==> config.mk <==
export PLATFORM = sky130hd
export DESIGN_NAME = evmap_exec
export DESIGN_NICKNAME = d
export VERILOG_FILES = /design/src/rtl/evmap_exec.sv
export SDC_FILE = /design/constraint.sdc
export NUM_CORES = 1
export LEC_CHECK = 0
export ABC_AREA = 0
export BUFFER_PORTS_ARGS = -buffer_cell sky130_fd_sc_hd__buf_4
export CAP_MARGIN = 20
export CORE_ASPECT_RATIO = 1.2
export CORE_MARGIN = 5
export CORE_UTILIZATION = 55
export CTS_BUF_LIST = sky130_fd_sc_hd__clkbuf_8
export DETAILED_ROUTE_END_ITERATION = 16
export PLACE_DENSITY = 0.8
export SLEW_MARGIN = 30
export SYNTH_ARGS = -nofsm -noshare
export SYNTH_HDL_FRONTEND = slang
export SYNTH_SLANG_ARGS = --single-unit
==> constraint.sdc <==
create_clock -name clk -period 9 [get_ports clk]
set_input_delay 0.9 -clock clk [delete_from_list [all_inputs] [get_ports clk]]
set_output_delay 0.9 -clock clk [all_outputs]
set_load 0.02 [all_outputs]
==> src/rtl/evmap_exec.sv <==
module evmap_exec #(
  parameter int AW = 48,
  parameter int OFF_W = 20,
  parameter logic [31:0] MAX_DEV = 32'h0000_FFFF,
  parameter logic [15:0] MAX_COLL = 16'h00FF,
  parameter int ID_BITS = 15
) (
  input  logic          clk,
  input  logic          rst_n,
  input  logic          start,
  input  logic          use_event_id,
  input  logic [AW-1:0] q_base,
  input  logic [OFF_W-1:0] cmd_off,
  output logic          mem_req,
  output logic          mem_we,
  output logic          mem_dw,
  output logic [AW-1:0] mem_addr,
  output logic [63:0]   mem_wdata,
  input  logic          mem_ack,
  input  logic          mem_err,
  input  logic [63:0]   mem_rdata,
  output logic          dev_req,
  output logic [31:0]   dev_id,
  input  logic          dev_ack,
  input  logic          dev_err,
  input  logic [63:0]   dev_entry,
  output logic          done,
  output logic          ok
);
  localparam logic [32:0] INT_LIM = (33'd1 << (ID_BITS + 1)) - 33'd1;
  localparam logic [31:0] LPI_MIN = 32'd8192;
  localparam logic [31:0] SPUR_ID = 32'd1023;

  typedef enum logic [3:0] {
    S_IDLE, S_RD0, S_RD1, S_RD2, S_DEV, S_CHK, S_WRL, S_WRH, S_FIN
  } st_t;

  st_t st;
  logic [AW-1:0] cmd_addr;
  logic [31:0]   ev_id, int_id;
  logic [15:0]   icid;
  logic [63:0]   dte;
  logic          impl, ok_r;

  logic [AW-1:0] itt_base, ent_addr;
  logic [32:0]   ev_lim;
  logic [23:0]   id_store;
  logic [63:0]   lo_word;
  logic          int_bad, reject;

  assign itt_base = {dte[AW-3:6], 8'h00};
  assign ent_addr = itt_base + AW'(36'(ev_id) * 36'd12);
  assign ev_lim   = 33'd1 << (6'(dte[5:1]) + 6'd1);
  assign id_store = impl ? ev_id[23:0] : int_id[23:0];
  assign lo_word  = {28'd0, SPUR_ID[9:0], id_store, 1'b1, 1'b1};

  assign int_bad = !impl && (int_id != SPUR_ID) &&
                   ((int_id < LPI_MIN) || ({1'b0, int_id} > INT_LIM));
  assign reject  = (dev_id > MAX_DEV) || (icid > MAX_COLL) || !dte[0] ||
                   ({1'b0, ev_id} > ev_lim) || int_bad;

  assign mem_req = (st == S_RD0) || (st == S_RD1) || (st == S_RD2) ||
                   (st == S_WRL) || (st == S_WRH);
  assign mem_we  = (st == S_WRL) || (st == S_WRH);
  assign mem_dw  = (st != S_WRH);
  assign dev_req = (st == S_DEV);
  assign done    = (st == S_FIN);
  assign ok      = done && ok_r;

  always_comb begin
    mem_addr  = cmd_addr;
    mem_wdata = 64'd0;
    case (st)
      S_RD1: mem_addr = cmd_addr + AW'(8);
      S_RD2: mem_addr = cmd_addr + AW'(16);
      S_WRL: begin
        mem_addr  = ent_addr;
        mem_wdata = lo_word;
      end
      S_WRH: begin
        mem_addr  = ent_addr + AW'(8);
        mem_wdata = {48'd0, icid};
      end
      default: ;
    endcase
  end

  always_ff @(posedge clk) begin
    if (!rst_n) begin
      st       <= S_IDLE;
      cmd_addr <= '0;
      dev_id   <= '0;
      ev_id    <= '0;
      int_id   <= '0;
      icid     <= '0;
      dte      <= '0;
      impl     <= 1'b0;
      ok_r     <= 1'b0;
    end else begin
      case (st)
        S_IDLE: if (start) begin
          cmd_addr <= q_base + AW'(cmd_off);
          impl     <= use_event_id;
          ok_r     <= 1'b0;
          st       <= S_RD0;
        end
        S_RD0: if (mem_ack) begin
          dev_id <= mem_rdata[63:32];
          st     <= mem_err ? S_FIN : S_RD1;
        end
        S_RD1: if (mem_ack) begin
          ev_id  <= mem_rdata[31:0];
          int_id <= mem_rdata[63:32];
          st     <= mem_err ? S_FIN : S_RD2;
        end
        S_RD2: if (mem_ack) begin
          icid <= mem_rdata[15:0];
          st   <= mem_err ? S_FIN : S_DEV;
        end
        S_DEV: if (dev_ack) begin
          dte <= dev_entry;
          st  <= dev_err ? S_FIN : S_CHK;
        end
        S_CHK: st <= reject ? S_FIN : S_WRL;
        S_WRL: if (mem_ack) st <= mem_err ? S_FIN : S_WRH;
        S_WRH: if (mem_ack) begin
          ok_r <= !mem_err;
          st   <= S_FIN;
        end
        default: st <= S_IDLE;
      endcase
    end
  end
endmodule

==> flow_summary.toml, run 1 <==
[logic_synthesis]
synth_edf_count = 0
synth_area_leaders = "dfxtp_1 23%, nand2_1 11%, ha_1 7.8%"
async_reset_ff_share_pct = 0
yosys.area_share.xor_xnor_pct = 6.79
synth.distinct_cells = 88
synthFlopType = "dfxtp_1"
synth_top_family_by_area = "compound AO/OA/AOI/OAI gates"
synth.avg_cell_area_um2 = 7.16
synth_compound_area_share_pct = 27.1
yosys.cell_count.top_type = "nand2_1"
synthAdderAreaFrac_pct = 8.17
synth_area_um2 = 18200
syn_inst = 2541
synthMuxAreaShare_pct = 2.70
synth_area_leader_cell = "dfxtp_1"
yosys_register_bits = 212
synth_top_cell_area_share_pct = 23.3
synth_common_cells = "523 x nand2_1, 212 x dfxtp_1, 176 x o21ai_0"
ys_seq_area_share_pct = 23.3
ys_warn_count = 0
synthSimpleGateAreaFrac_pct = 26.3

[detailed_routing]
dr.pass1.iters = 6
wirelength_mm = 57.9
drc = 0
routedWlPerCell_um = 18.2
viasPerCell = 6.02
drtAntennaViolNets = 0
vias = 19100
drt_iter0_drc = 1388

[timing]
finalSetupViolCount = 0
hold_viol_final = 0
slew_violations = 0
slew_headroom_pct = 37.0
max_freq_mhz = 118
period_share_pct = 94.4
period_needed_ps = 8500
whs_ps = 463
final.setup.tns_ps = 0
worst_pin_slew_ps = 946
fin_skew_ps = 21.3
grt_setup_unrepaired = "no"

[setup_path]
r2r_setup_slack_ps = 5860
path_class = "flip-flop to primary output"
cp_max_fo = 9
r2r_end = "st[1]$_SDFFE_PN0P_"
cp.arrival_ps = 7600
r2r_start = "dte[1]$_SDFFE_PN0P_"
ff2ff_path_depth = 14
required_ps = 8100
end_kind = "primary output"
critPathLaunchType = "flip-flop"

[die]
design.core.area_um2 = 32900
io_pins = 354
rows = 73
start_util_pct = 55.3
die_y_um = 209
dieArea_um2 = 36800
die_width_um = 176

[min_path]
min_to = "icid[0]$_SDFFE_PN0P_"
min_path_cells = 2
hold_class = "flip-flop to flip-flop"
hold_start = "icid[0]$_SDFFE_PN0P_"

[clock_network]
postCtsSetupRepairBufs = 0
cts_tree = "built"
cts_buffers = 36
clk_latency_ps = 540
h-tree-depth = 2
cts.clk_slew.worst_paths_ps = 60
clockRootBuffer = "clkbuf_8"
clockBufferDepth = 3
cts_sinks = 212

[job]
drv_cap = 0

[global_route]
gr-total-overflow = 0
grt_max_degree = 110
antenna_found_initial = 0
grt_first_pass_wirelength_mm = 92.4
grt_pass1_vias = 18600
grt_usage_pct = 29.9

[placement]
dp_hpwl_mm = 44.6
io_buffers = 307
gp_congestion = 0.917

[power]
fin_total_pwr_uw = 3520
ir_drop_uv = 138
leakage_uw = 0.00850
power_density_nw_per_um2 = 167

[cells_and_area]
drive_above_1_share_pct = 15.1
syn2layout_area_growth_pct = 16.1
nNetsFinal = 3059
num-fill-cells = 2942
insertedDiodeCount = 0

[run_status]
status = "finished, final reports clean"
[through the flow]
step | instance area [um2] | worst slack (ps) | utilization, % | instances
final | 21100 | 503 | 64.2 | 3176
after global routing | 21100 | 15.8 | 64.2 | 3176
after CTS | 21100 | 526 | 64.2 | 3176
after detailed placement | 20400 | 1140 | 61.9 | 3112
after global placement | 20400 | 1260 | 61.9 | 3112
after floorplan | 18300 | 2210 | - | 2569
[timing repair]
item                       CTS  global route
hold buffers                 0             0
setup endpoints to repair    0             2
resized for setup            0             1
[how the worst max path moves through the flow]
stage	to	depth (start not counted)	from
after floorplan	mem_addr[45]	24	ev_id[1]$_SDFFE_PN0P_
after global placement	mem_addr[35]	24	ev_id[1]$_SDFFE_PN0P_
after detailed placement	mem_addr[35]	24	ev_id[1]$_SDFFE_PN0P_
after CTS	mem_addr[35]	24	ev_id[1]$_SDFFE_PN0P_
after global routing	mem_addr[45]	23	ev_id[2]$_SDFFE_PN0P_
final	mem_addr[45]	23	ev_id[2]$_SDFFE_PN0P_
[area by class of cell]
type                            count  area, um2  share of cell area (%)
Tap cell                          412        515                    2.44
Multi-Input combinational cell   2128      13100                    61.9
Clock inverter                     19        123                   0.581
Timing Repair Buffer              320       2400                    11.4
Clock buffer                       45        619                    2.93
Inverter                           40        150                   0.711
Sequential cell                   212       4240                    20.1
[logic make-up after synthesis]
family	count (synthesis)
and+or+nand+nor	1035
adders and majority gates	117
xor gates and xnor gates	141
other	1
AOI/OAI and AO/OA	757
DFF	212
buffers and inverters	229
muxes	49
[placed cells by master, fill, tap and decap left out, drive strengths merged, types with 7 or more instances in the layout]
cell,instances
or2,13
o21a,25
a211oi,14
o21ai,183
nor4,29
xnor2,84
o211ai,20
and3,39
nand3,70
nor3,45
clkbuf,45
and4,12
dfxtp,212
mux2i,48
nand4,35
o211a,7
a21boi,173
ha,114
xor2,57
nor2,161
a211o,8
a221oi,10
nand2,523
nand2b,16
a21o,31
nor3b,8
and2,33
o21bai,11
a31oi,28
buf,320
nand3b,8
a21oi,169
inv,50
nor2b,18
or3,9
o31ai,16
conb,29
[routing by layer]
layer | GRT usage [%] | vias to the layer above | share of wire (%)
met4 | 12.5 | 0 | 4.1
li1 | - | 9383 | -
met1 | 33.3 | 8910 | 38
met2 | 54.5 | 681 | 50
met5 | 0 | - | 0
met3 | 6.91 | 154 | 7.3
[where the power goes]
part	switching, uW	leakage [uW]	internal, uW	total [uW]
registers	205	0.00172	1070	1270
logic	819	0.00637	538	1360
clock network	408	0.000406	483	891
[state kept, by name (all words and copies together), names as in the netlist, 4 cells and up]
register,cells
icid,16
dte,46
int_id,32
cmd_addr,48
ev_id,32
st,4
dev_id,32
[critical path, cell delays in order (launching register included)]
cell and delay, ps:
dfxtp_1 500, ha_1 300, a211oi_1 400, o21ai_0 370
a311oi_1 440, a21boi_0 240, o311a_1 400, o21a_1 190
o21a_1 190, o31ai_1 270, a21boi_0 290, ha_1 350
nand2_1 100, nor2_1 230, a2111oi_0 160, o31ai_1 650
o21ai_1 160, xnor2_1 430, mux2i_1 230, nor4_1 420
nand3_1 210, xnor2_1 170, o21ai_0 160, buf_4 180
No activity file was read; power rests on OpenSTA's default activity.
==> run 2, diff against run 1 <==
ABC_AREA = 1   (was 0)
CTS_CLUSTER_DIAMETER = 150   (was not set)
PLACE_DENSITY = 0.79   (was 0.8)
==> flow_summary.toml, run 2 <==
[detailed_routing]
drc = 0
viasPerCell = 5.74
dr.pass1.iters = 8
wirelength_mm = 74.9
drtAntennaViolNets = 0
vias = 23500
routedWlPerCell_um = 18.3
drt_iter0_drc = 1908

[logic_synthesis]
ys_seq_area_share_pct = 21.5
yosys_register_bits = 212
synthFlopType = "dfxtp_1"
synth_area_leaders = "dfxtp_1 21%, nand2_1 16%, nor2_1 9.0%"
ys_warn_count = 0
synth.distinct_cells = 62
synth_area_um2 = 19700
syn_inst = 3368
synth_edf_count = 0
synth_area_leader_cell = "dfxtp_1"
yosys.cell_count.top_type = "nand2_1"
synth_top_cell_area_share_pct = 21.5
async_reset_ff_share_pct = 0
synth.avg_cell_area_um2 = 5.86
synth_common_cells = "823 x nand2_1, 472 x nor2_1, 436 x inv_1"

[timing]
fin_skew_ps = 24.0
slew_headroom_pct = 36.1
grt_setup_unrepaired = "no"
hold_viol_final = 0
period_share_pct = 82.5
final.setup.tns_ps = 0
slew_violations = 0
worst_pin_slew_ps = 956
max_freq_mhz = 135
finalSetupViolCount = 0
period_needed_ps = 7420

[setup_path]
critical_path.slowest_cell = "dfxtp_1"
cp_max_fo = 6
slowest_delay_ps = 420
cp_top_family = "simple AND/OR/NAND/NOR gates"
end_kind = "primary output"
crit_path_frequent_cell = "nand2_1"
critPathLaunchType = "flip-flop"
cp.arrival_ps = 6520
path_class = "flip-flop to primary output"
required_ps = 8100
cp.buffers_inverters = 1

[placement]
dp_hpwl_mm = 60.0
gp_congestion = 0.991
io_buffers = 307

[job]
drv_cap = 0

[die]
die_width_um = 183
start_util_pct = 55.4
dieArea_um2 = 39800
die_y_um = 218
io_pins = 354
rows = 76
design.core.area_um2 = 35700

[cells_and_area]
syn2layout_area_growth_pct = 15.6
largest_reg_flops = 48
mostFrequentLayoutCells = "822 x nand2_1, 468 x nor2_1, 445 x inv_1"
finish.utilization_pct = 64.0
largestRegisters = "cmd_addr x48, dte x46"
insertedDiodeCount = 0
top_register = "cmd_addr"
num-fill-cells = 3467
nNetsFinal = 3924
layout_commonest_cell = "nand2_1"
drive_above_1_share_pct = 11.7

[power]
leakage_uw = 0.0114
power_density_nw_per_um2 = 157
ir_drop_uv = 198
fin_total_pwr_uw = 3580

[clock_network]
cts_resized = 0
cts.clk_slew.worst_paths_ps = 60
clk_latency_ps = 560
clockRootBuffer = "clkbuf_8"
cts_tree = "built"
postCtsSetupRepairBufs = 0
holdBufCountCts = 0
cts_sinks = 212
cts_buffers = 35
h-tree-depth = 2
clockBufferDepth = 3

[global_route]
gr-total-overflow = 0
grt_max_degree = 87
antenna_found_initial = 0
grt_usage_pct = 35.8
grt_first_pass_wirelength_mm = 116
grt_pass1_vias = 22600

[min_path]
hold_class = "flip-flop to flip-flop"

[run_status]
status = "finished, final reports clean"
run 2: cell count changes in the layout (fill, tap and decap cells not counted), sizes merged, moves of 72 or more:
cell / before / now
a21boi: 173 / 2
a21oi: 169 / 264
inv: 50 / 454
nand2: 523 / 829
nand3: 70 / 244
nor2: 161 / 487
o21ai: 183 / 255
run 2: final timing paths:
path                            cells past startpoint                       end                      from  slack (ps)
worst max-delay path                               36              mem_addr[47]     ev_id[1]$_SDFFE_PN0P_        1580
worst min-delay path                                2  cmd_addr[2]$_SDFFE_PN0P_  cmd_addr[2]$_SDFFE_PN0P_         450
worst max register to register                     17        st[2]$_SDFFE_PN0P_       dte[4]$_SDFFE_PN0P_        5270
worst min register to register                      2  cmd_addr[2]$_SDFFE_PN0P_  cmd_addr[2]$_SDFFE_PN0P_         450
run 2: cells by family (layout without fill, tap and decap cells):
kind of cell | Yosys count | in the layout | synth area share (%)
buffers and inverters | 596 | 826 | 12.3
and+or+nand+nor | 1725 | 1725 | 37.2
DFF | 212 | 212 | 21.5
xor gates and xnor gates | 78 | 78 | 3.46
AOI/OAI and AO/OA | 639 | 639 | 18.0
other | 1 | 29 | 0.0190
adders and majority gates | 117 | 117 | 7.53
run 2: power by group:
part | internal, uW | leakage (uW) | switching (uW)
combinational | 528 | 0.00926 | 1010
clock | 438 | 0.000398 | 411
sequential | 1060 | 0.00172 | 141
run 2: final cells by class:
cell class / count / area (um2) / area share [%]
inverters: 446 / 1680 / 7.35
flip-flops and latches: 212 / 4240 / 18.6
clock inverters: 17 / 101 / 0.444
multi-input cells: 2588 / 13200 / 57.9
well taps: 468 / 586 / 2.57
repair buffers: 320 / 2400 / 10.5
clock buffers: 43 / 592 / 2.59
run 2: metal layers:
metal / up-vias / wire length, um / global-route usage (%) / share of wire (%)
li1: 11400 / - / - / -
met1: 10800 / 27900 / 40.2 / 37
met2: 1015 / 36600 / 63.7 / 49
met3: 256 / 5550 / 6.19 / 7.4
met4: 0 / 4820 / 19.9 / 6.4
met5: - / 0 / 0 / 0
run 2: worst reg2reg max path: stages, from the launching register on:
cell and delay [ps]:
dfxtp_1 470, clkinv_1 270, nor2_1 250, nor2_1 150, nor2_1 350, nand2_1 120
ha_1 310, a21oi_1 130, o21ai_0 90, nand2_1 80, o211ai_1 90, a21oi_1 240
nand2_1 80, o21ai_0 470, nand3_1 230, o211ai_1 140, nand2_1 90, a21oi_1 120
run 2: metrics by stage:
step	instances	worst slack [ps]	hold slack, ps	cell area, um2
CTS	4094	1720	456	22800
floorplan	3396	3440	425	19800
global route	4094	1080	468	22800
global placement	4034	2430	437	22100
detailed placement	4034	2350	447	22100
finish	4094	1580	453	22800
